==> src/rtl/adcfe_pkg.sv <==
package adcfe_pkg;
  typedef enum logic [1:0] {
    MD_NORMAL = 2'd0,
    MD_SHUT   = 2'd1,
    MD_WAKE   = 2'd2
  } mode_e;
endpackage

==> src/rtl/adcfe_sync_edge.sv <==
// Registers each input level and flags any change against the stored copy.
module adcfe_sync_edge #(
  parameter int W = 2,
  parameter logic [W-1:0] RST_VAL = '1
) (
  input  logic         clk,
  input  logic         rst_n,
  input  logic [W-1:0] lvl,
  output logic [W-1:0] q,
  output logic [W-1:0] chg
);
  for (genvar i = 0; i < W; i++) begin : g_bit
    always_ff @(posedge clk) begin
      if (!rst_n) q[i] <= RST_VAL[i];
      else        q[i] <= lvl[i];
    end
    assign chg[i] = q[i] ^ lvl[i];
  end
endmodule

==> src/rtl/adcfe_edge_count.sv <==
// Falling-edge counter: cleared at frame start, saturating at the frame length.
module adcfe_edge_count #(
  parameter int MAXV  = 16,
  parameter int CNT_W = $clog2(MAXV + 1)
) (
  input  logic             clk,
  input  logic             rst_n,
  input  logic             clr,
  input  logic             inc,
  output logic [CNT_W-1:0] cnt
);
  localparam logic [CNT_W-1:0] TOP = CNT_W'(MAXV);

  always_ff @(posedge clk) begin
    if (!rst_n)                 cnt <= '0;
    else if (clr)               cnt <= '0;
    else if (inc && cnt != TOP) cnt <= cnt + 1'b1;
  end

  // the count never passes the frame length
  a_r3_cnt_bounded: assert property (@(posedge clk) disable iff (!rst_n)
    cnt <= TOP);
  // once full, further edges hold it full
  a_r3_cnt_holds: assert property (@(posedge clk) disable iff (!rst_n)
    (cnt == TOP && inc && !clr) |=> cnt == TOP);
  // frame start restarts the count
  a_r3_cnt_restart: assert property (@(posedge clk) disable iff (!rst_n)
    clr |=> cnt == '0);
endmodule

==> src/rtl/adcfe_mode_fsm.sv <==
// Mode tracking: shutdown entry, wake attempts, dummy-frame bookkeeping.
module adcfe_mode_fsm
  import adcfe_pkg::*;
#(
  parameter int FRAME_EDGES    = 16,
  parameter int SHUT_FIRST     = 2,
  parameter int SHUT_LAST      = 10,
  parameter bit START_SHUTDOWN = 1'b0,
  parameter int CNT_W          = $clog2(FRAME_EDGES + 1)
) (
  input  logic             clk,
  input  logic             rst_n,
  input  logic             cs_fall,
  input  logic             cs_rise,
  input  logic [CNT_W-1:0] cnt,
  output mode_e            mode,
  output logic             done,
  output logic             valid
);
  localparam logic [CNT_W-1:0] LO   = CNT_W'(SHUT_FIRST);
  localparam logic [CNT_W-1:0] HI   = CNT_W'(SHUT_LAST);
  localparam logic [CNT_W-1:0] FULL = CNT_W'(FRAME_EDGES);
  localparam mode_e START = START_SHUTDOWN ? MD_SHUT : MD_NORMAL;

  logic dummy;
  logic in_abort;
  logic past_wake;

  assign in_abort  = (cnt >= LO) && (cnt <= HI);
  assign past_wake = cnt > HI;

  always_ff @(posedge clk) begin
    if (!rst_n) begin
      mode  <= START;
      dummy <= 1'b1;
      done  <= 1'b0;
      valid <= 1'b0;
    end else begin
      done  <= 1'b0;
      valid <= 1'b0;
      if (cs_fall && mode == MD_SHUT) begin
        mode <= MD_WAKE;
      end else if (cs_rise) begin
        unique case (mode)
          MD_NORMAL: begin
            if (in_abort) begin
              mode  <= MD_SHUT;
              dummy <= 1'b1;
            end else if (past_wake) begin
              dummy <= 1'b0;
              if (cnt == FULL) begin
                done  <= 1'b1;
                valid <= !dummy;
              end
            end
          end
          MD_WAKE: begin
            if (!past_wake) begin
              mode  <= MD_SHUT;
              dummy <= 1'b1;
            end else begin
              mode  <= MD_NORMAL;
              dummy <= 1'b0;
              if (cnt == FULL) done <= 1'b1;
            end
          end
          default: ;
        endcase
      end
    end
  end

  // early noise rise keeps normal mode, no result
  a_r4_short_rise: assert property (@(posedge clk) disable iff (!rst_n)
    (mode == MD_NORMAL && cs_rise && cnt < LO) |=> (mode == MD_NORMAL && !done));
  // rise inside the abort window enters shutdown
  a_r5_abort: assert property (@(posedge clk) disable iff (!rst_n)
    (mode == MD_NORMAL && cs_rise && in_abort) |=> (mode == MD_SHUT && !done));
  // select in shutdown starts waking
  a_r6_wake_start: assert property (@(posedge clk) disable iff (!rst_n)
    (mode == MD_SHUT && cs_fall) |=> mode == MD_WAKE);
  // failed wake returns to shutdown
  a_r7_wake_fail: assert property (@(posedge clk) disable iff (!rst_n)
    (mode == MD_WAKE && cs_rise && !past_wake) |=> mode == MD_SHUT);
  // a valid flag only accompanies a done pulse
  a_r9_valid_with_done: assert property (@(posedge clk) disable iff (!rst_n)
    valid |-> done);
  // a wake frame never reports valid data
  a_r10_wake_invalid: assert property (@(posedge clk) disable iff (!rst_n)
    (mode == MD_WAKE && cs_rise) |=> !valid);
endmodule

==> src/rtl/adcfe_serout.sv <==
// Sample capture and frame-position to serial-bit mapping.
module adcfe_serout #(
  parameter int DATA_W     = 8,
  parameter int LEAD_ZEROS = 3,
  parameter int CNT_W      = 5
) (
  input  logic              clk,
  input  logic              rst_n,
  input  logic              capture,
  input  logic [DATA_W-1:0] sample_i,
  input  logic [CNT_W-1:0]  cnt,
  input  logic              drive,
  output logic              sdata
);
  localparam int LAST_POS = LEAD_ZEROS + DATA_W - 1;
  localparam int IDX_W    = (DATA_W > 1) ? $clog2(DATA_W) : 1;

  logic [DATA_W-1:0] word;
  int pos;

  always_ff @(posedge clk) begin
    if (!rst_n)       word <= '0;
    else if (capture) word <= sample_i;
  end

  always_comb begin
    pos   = int'(cnt);
    sdata = 1'b0;
    if (drive && pos >= LEAD_ZEROS && pos <= LAST_POS)
      sdata = word[IDX_W'(LAST_POS - pos)];
  end

  // leading positions always carry zero
  a_r2_lead_zero: assert property (@(posedge clk) disable iff (!rst_n)
    (int'(cnt) < LEAD_ZEROS) |-> !sdata);
  // a silent driver carries zero
  a_r2_idle_zero: assert property (@(posedge clk) disable iff (!rst_n)
    !drive |-> !sdata);
endmodule

==> src/rtl/adcfe_top.sv <==
module adcfe_top
  import adcfe_pkg::*;
#(
  parameter int DATA_W         = 8,
  parameter int LEAD_ZEROS     = 3,
  parameter int FRAME_EDGES    = 16,
  parameter int SHUT_FIRST     = 2,
  parameter int SHUT_LAST      = 10,
  parameter bit START_SHUTDOWN = 1'b0
) (
  input  logic              clk,
  input  logic              rst_n,
  input  logic              cs_n,
  input  logic              sclk,
  input  logic [DATA_W-1:0] sample_i,
  output logic              sdata_o,
  output logic              sdata_oe,
  output logic [1:0]        mode_o,
  output logic              frame_done_o,
  output logic              frame_valid_o
);
  localparam int CNT_W = $clog2(FRAME_EDGES + 1);

  logic [1:0] lvl_q, lvl_chg;
  logic cs_fall, cs_rise, sclk_fall;
  logic [CNT_W-1:0] cnt;
  mode_e mode;

  adcfe_sync_edge #(.W(2), .RST_VAL(2'b11)) u_edge (
    .clk(clk), .rst_n(rst_n), .lvl({sclk, cs_n}), .q(lvl_q), .chg(lvl_chg)
  );

  assign cs_fall   = lvl_chg[0] && !cs_n;
  assign cs_rise   = lvl_chg[0] &&  cs_n;
  assign sclk_fall = lvl_chg[1] && !sclk && !cs_n && !cs_fall;

  adcfe_edge_count #(.MAXV(FRAME_EDGES), .CNT_W(CNT_W)) u_cnt (
    .clk(clk), .rst_n(rst_n), .clr(cs_fall), .inc(sclk_fall), .cnt(cnt)
  );

  adcfe_mode_fsm #(
    .FRAME_EDGES(FRAME_EDGES), .SHUT_FIRST(SHUT_FIRST), .SHUT_LAST(SHUT_LAST),
    .START_SHUTDOWN(START_SHUTDOWN), .CNT_W(CNT_W)
  ) u_fsm (
    .clk(clk), .rst_n(rst_n), .cs_fall(cs_fall), .cs_rise(cs_rise), .cnt(cnt),
    .mode(mode), .done(frame_done_o), .valid(frame_valid_o)
  );

  assign sdata_oe = !lvl_q[0] && (mode != MD_SHUT);
  assign mode_o   = mode;

  adcfe_serout #(.DATA_W(DATA_W), .LEAD_ZEROS(LEAD_ZEROS), .CNT_W(CNT_W)) u_ser (
    .clk(clk), .rst_n(rst_n), .capture(cs_fall), .sample_i(sample_i),
    .cnt(cnt), .drive(sdata_oe), .sdata(sdata_o)
  );

  // shutdown never drives the output
  a_r6_quiet: assert property (@(posedge clk) disable iff (!rst_n)
    (mode_o == 2'd1) |-> (!sdata_oe && !sdata_o));
  // done is a single-cycle pulse
  a_r9_pulse: assert property (@(posedge clk) disable iff (!rst_n)
    frame_done_o |=> !frame_done_o);
endmodule

==> config.mk <==
export PLATFORM = sky130hd
export DESIGN_NAME = adcfe_top
export DESIGN_NICKNAME = d
export VERILOG_FILES = /design/src/rtl/adcfe_pkg.sv /design/src/rtl/adcfe_sync_edge.sv /design/src/rtl/adcfe_edge_count.sv /design/src/rtl/adcfe_mode_fsm.sv /design/src/rtl/adcfe_serout.sv /design/src/rtl/adcfe_top.sv
export SDC_FILE = /design/constraint.sdc
export NUM_CORES = 1
export LEC_CHECK = 0
export ABC_AREA = 1
export BUFFER_PORTS_ARGS = -buffer_cell sky130_fd_sc_hd__buf_2
export CELL_PAD_IN_SITES_DETAIL_PLACEMENT = 1
export CELL_PAD_IN_SITES_GLOBAL_PLACEMENT = 1
export CORE_MARGIN = 5
export CORE_UTILIZATION = 30
export DETAILED_ROUTE_END_ITERATION = 12
export PLACE_DENSITY = 0.67
export SYNTH_ARGS = -nofsm -noshare
export SYNTH_HDL_FRONTEND = slang
export SYNTH_SLANG_ARGS = --single-unit
==> constraint.sdc <==
create_clock -name clk -period 2.18 [get_ports clk]
set_input_delay 0.436 -clock clk [delete_from_list [all_inputs] [get_ports clk]]
set_output_delay 0.436 -clock clk [all_outputs]
set_load 0.05 [all_outputs]
# ---- Word-level counts from Yosys, hierarchy flattened
# Cells that the tools add are included.
dict set report word_totals {
  register_bits 20
  wordCells 77
  input_bits 12
  output_inout_bits 6
}
dict set report classes {
  n_eq_ne 8
  bitwise_logic 8
  n_mux 17
  n_reduce_logical 27
  magnitude_cmp 6
  n_addsub 2
}
# operator n
set op_table {}
lappend op_table {{1-bit logical AND} 11}
lappend op_table {{5-bit by 2-bit >= comparator with 1-bit output, second input constant} 2}
lappend op_table {{5-bit by 4-bit less-or-equal comparator with 1-bit output, second input constant} 2}
lappend op_table {{1-bit two-way mux} 10}
lappend op_table {{7-bit OR reduction} 1}
lappend op_table {{2-bit two-way mux} 3}
lappend op_table {{3-bit by 1-bit != test with 1-bit output, second input constant} 2}
lappend op_table {{1-bit NOT} 6}
lappend op_table {{3-bit AND reduction} 2}
lappend op_table {{5-bit by 1-bit adder with 5-bit output, second input constant} 1}
lappend op_table {{5-bit equality test, second input constant} 1}
lappend op_table {{5-bit by 4-bit > comparator with 1-bit output, second input constant} 1}
lappend op_table {{1-bit logical NOT} 5}
lappend op_table {{3-bit by 5-bit < comparator with 1-bit output, second input constant} 1}
lappend op_table {{5-bit != test, second input constant} 1}
lappend op_table {{2-bit by 1-bit != test with 1-bit output, second input constant} 2}
lappend op_table {{1-bit one-hot mux with 2 select lines} 2}
lappend op_table {{2-bit one-hot mux with 2 select lines} 1}
lappend op_table {{4-bit AND reduction} 1}
lappend op_table {{2-bit nonzero test} 2}
lappend op_table {{2-bit OR reduction} 2}
lappend op_table {{1-bit binary-select mux with 3-bit select} 1}
lappend op_table {{3-bit nonzero test} 1}
lappend op_table {{3-bit OR reduction} 1}
lappend op_table {{5 further kinds} 6}

# ---- Logic depth before layout (Yosys ltp)
dict set report depth {
  word_depth 6
  ltp_mapped 8
  mapped_depth_nobuf 7
}

# ---- By module
# A second synthesis with hierarchy kept.
dict set report unflattened {
  hier_cells 173
  area_unflattened_um2 1078.5
}
# module seq_area_each_um2 cells_per_inst instances area_each_um2
set modules_own_cells {}
lappend modules_own_cells {adcfe_serout 160.2 68 1 424.2}
lappend modules_own_cells {adcfe_edge_count 100.1 43 1 284.0}
lappend modules_own_cells {adcfe_mode_fsm 100.1 37 1 240.2}
lappend modules_own_cells {adcfe_sync_edge 40.0 14 1 85.1}
lappend modules_own_cells {adcfe_top 0.0 11 1 45.0}

# ---- Worst setup path after synthesis
# OpenSTA, ideal clock, no wires.
dict set report synth_path {
  path_type {reg-to-output}
  start {register u_fsm.mode[1]}
  end {output sdata_o}
  t_arrival_ns 2.610
  path_buffers 0
  required_time_ns 1.744
  slack_ns -0.866
  stages_incl_launch_ff 5
  path_cell_list {dfxtp_1 -> inv_1 -> a21oi_1 -> nand3_1 -> a21oi_1}
}
dict set report synth_between {
  elab_chain_len 5
}
# item line
set synth_lines {}
lappend synth_lines {{start: declaration} adcfe_mode_fsm.sv:16} ;# output mode_e mode,
lappend synth_lines {{start signal: assignment} adcfe_mode_fsm.sv:34} ;# mode <= START;
lappend synth_lines {{start signal: assignment} adcfe_mode_fsm.sv:42} ;# mode <= MD_WAKE;
lappend synth_lines {{start signal: assignment} adcfe_mode_fsm.sv:47} ;# mode <= MD_SHUT;
lappend synth_lines {{2-bit by 1-bit != test with 1-bit output} adcfe_top.sv:49} ;# assign sdata_oe = !lvl_q[0] && (mode != MD_SHUT);
lappend synth_lines {{1-bit logical AND} adcfe_top.sv:49}
lappend synth_lines {{named net sdata_oe} adcfe_top.sv:17} ;# output logic sdata_oe,
lappend synth_lines {{1-bit logical AND (2 in series)} adcfe_serout.sv:29} ;# if (drive && pos >= LEAD_ZEROS && pos <= LAST_POS)
lappend synth_lines {{1-bit two-way mux} adcfe_serout.sv:29}
lappend synth_lines {{end: declaration} adcfe_top.sv:16} ;# output logic sdata_o,
# The timed path passes the listed nets, and every way through them passes these cells.

# ---- Worst setup path in the final report
dict set report layout_path {
  start {register u_cnt.cnt[0]}
  end {output sdata_o}
}
dict set report layout_between {
  elab_chain_len 5
  word_cells_on_any_way 9
  classes_between {add/sub (1); order compare (2); mux (4); reduce/logical (2)}
}
# item line
set layout_lines {}
lappend layout_lines {{start: declaration} adcfe_edge_count.sv:10} ;# output logic [CNT_W-1:0] cnt
lappend layout_lines {{start signal: assignment} adcfe_edge_count.sv:17} ;# else if (inc && cnt != TOP) cnt <= cnt + 1'b1;
lappend layout_lines {{2-bit by 3-bit subtractor with 3-bit output} adcfe_serout.sv:30} ;# sdata = word[IDX_W'(LAST_POS - pos)];
lappend layout_lines {{1-bit binary-select mux with 3-bit select} adcfe_serout.sv:30}
lappend layout_lines {{1-bit two-way mux (implied by the code) (2 in series)} adcfe_serout.sv:30}
lappend layout_lines {{1-bit two-way mux *} adcfe_serout.sv:29}
# Mark *: on every way between the ends. The rest lies on a longest branch, timed or not. The select of a mux whose other input is x is not followed.

==> results.json <==
{
  "finish.utilization_pct": 38.0,
  "synth_area_leaders": "dfxtp_1 38%, nand2_1 10%, nor2_1 9.3%",
  "antenna_left": 0,
  "placed_cell_area_sq_um": 1210,
  "dieArea_sq_um": 4800,
  "dp.cells": 211,
  "antenna_found_initial": 0,
  "synth-seq-cells": 20,
  "tightest_slew_ns": 0.380,
  "nFillCells": 452,
  "grt_pass1_vias": 1067,
  "num_vias": 1040,
  "finClkSkew_ns": 0.00802,
  "clockBufferDepth": 2,
  "die_x_um": 69.3,
  "die_h_um": 69.3,
  "routedWlPerCell_um": 13.4,
  "endpoint": "sdata_o",
  "reg2reg_to": "u_fsm.dummy",
  "layoutNonFillerInstCount": 216,
  "initial_core_util_pct": 31.4,
  "pre_cts_slack_ns": 0.107,
  "worst_slack_ns": 0.0739,
  "synth_nets": 165,
  "grt_pass1_wl_um": 5010,
  "hold_viol_final": 0,
  "grt_start_max_net_pins": 16,
  "async_reset_ff_share_pct": 0,
  "crit_type": "flip-flop to primary output",
  "synth-edff-count": 0,
  "synthTopCellsByCount": "29 x nand2_1, 26 x nor2_1, 20 x dfxtp_1, 14 x nand3_1, 12 x inv_1",
  "finalNetCount": 188,
  "num_rows": 21,
  "layout_min_cycle_time_ns": 2.11,
  "worst_setup_path_start_kind": "flip-flop",
  "cts_max_level": 1,
  "crit_fanout": 6,
  "synth.most_common_cell": "nand2_1",
  "regToRegStartpoint": "u_cnt.cnt[0]",
  "cts.clk_slew.worst_paths_ns": 0.12,
  "seqCellArea_sq_um": 409,
  "hold_buffers": 0,
  "clock_sinks": 20,
  "required_ns": 1.74,
  "hold_start": "sclk",
  "crit_path_start": "u_cnt.cnt[0]",
  "worst_ep_arrival_time_ns": 1.67,
  "io_pins": 18,
  "netlist_area_sq_um": 1050,
  "maxSlewViolCount": 0,
  "drv_cap": 0,
  "endpoint_kind": "primary output",
  "port_buffers": 17,
  "fmax_mhz": 475,
  "dp_hpwl_um": 2230,
  "synth_top_area_share_pct": 38.0,
  "wl_um": 2890,
  "hold_path.class": "input port to flip-flop",
  "numCtsBuffers": 3,
  "setup_viol": 0,
  "clk_latency_ns": 0.31,
  "cts_tree": "done",
  "ys_seq_area_share_pct": 38.0,
  "peakVddDrop_mv": 0.197,
  "core_sq_um": 3360,
  "via_per_inst": 4.81,
  "rsz0062_at_grt": "false",
  "drt_iter0_drc": 24,
  "ys_types": 25,
  "diodes": 0,
  "multi_input_area_sq_um": 601,
  "gp_congestion": 0.795,
  "relSlewSlack_pct": 74.6,
  "rrSetupSlack_ns": 0.83,
  "timing.setup.tns_ns": 0,
  "status": "complete, no violations",
  "drt_first_pass_iters": 4,
  "worstRegToRegCells": 7,
  "synth_top_flop_cell": "dfxtp_1",
  "cts_root_buf": "clkbuf_4",
  "synth_cells": 149,
  "synth_area_leader_cell": "dfxtp_1",
  "syn2layout_area_growth_pct": 21.2,
  "yosysWarnings": 0,
  "drcViolationCount": 0,
  "grtUsageTotal_pct": 12.8,
  "postSynthAreaPerCell_sq_um": 7.08,
  "final_area_sq_um": 1280,
  "p_per_area_nw_per_um2": 508,
  "globalRouteOverflowTotal": 0,
  "min_period_over_period_pct": 96.6,
  "layout-drive-gt1-share_pct": 27.1,
  "leakagePower_nw": 0.569
}
[state kept, by name (all words and copies together) (netlist names)]
| name | cells |
|---|---|
| u_cnt.cnt | 5 |
| u_edge.q | 2 |
| u_fsm.done | 1 |
| u_fsm.dummy | 1 |
| u_fsm.mode | 2 |
| u_fsm.valid | 1 |
| u_ser.word | 8 |
[layer usage]
layer / global-route usage (%) / part of all wire (%) / vias up
met5: 0 / 0 / -
met4: 4.56 / 1.5 / 0
met3: 2.17 / 3.5 / 5
met2: 22.1 / 50 / 14
met1: 15.7 / 45 / 498
li1: - / - / 523
[area by class of cell]
cell class              instances  area share [%]
multi-input cells             109            47.0
well taps                      46            4.50
repair buffers                 22            9.88
flip-flops and latches         20            32.0
clock buffers                   3            1.76
inverters                      16            4.89
[cell usage in the layout (no fill, tap or decap), drive strengths merged]
cell,n
a21oi,9
buf,21
clkbuf,4
dfxtp,20
ha,4
inv,16
nand2,31
nand3,16
nand4,4
nor2,30
nor3,1
nor4,1
o21ai,10
or2,1
xor2,2
[worst max-delay path: stages (launching register included)]
cell,delay (ns)
dfxtp_4,0.38
buf_4,0.13
ha_1,0.26
a21oi_1,0.17
nand3_1,0.09
nand3_1,0.14
a21oi_4,0.04
buf_6,0.15
[kinds of logic (layout without fill, tap and decap cells)]
kind of cell	count (synthesis)	after routing	synth area share (%)
AND/OR/NAND/NOR	84	84	37.4
flip-flops	20	20	38.0
buffers and inverters	20	41	8.90
AO/OA/AOI/OAI	19	19	9.37
adder cells (fa/ha/maj)	4	4	4.75
XOR/XNOR	2	2	1.66
[power breakdown]
| group | internal, W | switching [W] |
|---|---|---|
| Clock | 0.0000645 | 0.000122 |
| Sequential | 0.000377 | 0.00000987 |
| Combinational | 0.0000285 | 0.0000478 |
[through the flow]
step / total power (W) / hold slack [ns]
final: 0.000650 / 0.342
after global routing: 0.000681 / 0.351
after CTS: 0.000652 / 0.341
after detailed placement: 0.000472 / 0.460
after global placement: 0.000466 / 0.440
after floorplan: 0.000444 / 0.430
[worst min path at each step]
| stage | endpoint | slack, ns | cells after the start |
|---|---|---|---|
| after floorplan | u_fsm.dummy | 0.43 | 2 |
| after global placement | u_fsm.dummy | 0.44 | 2 |
| after detailed placement | u_fsm.dummy | 0.46 | 2 |
| after CTS | u_edge.q[1] | 0.34 | 3 |
| after global routing | u_ser.word[7] | 0.35 | 3 |
| final | u_edge.q[1] | 0.34 | 3 |
[what timing repair did]
item	4_1_cts	5_1_grt
pin swaps	0	1
endpoints found under the setup margin	1	1
resized for setup	7	1
buffers inserted	0	2
Note: power is estimated with default switching activity, not from simulation.
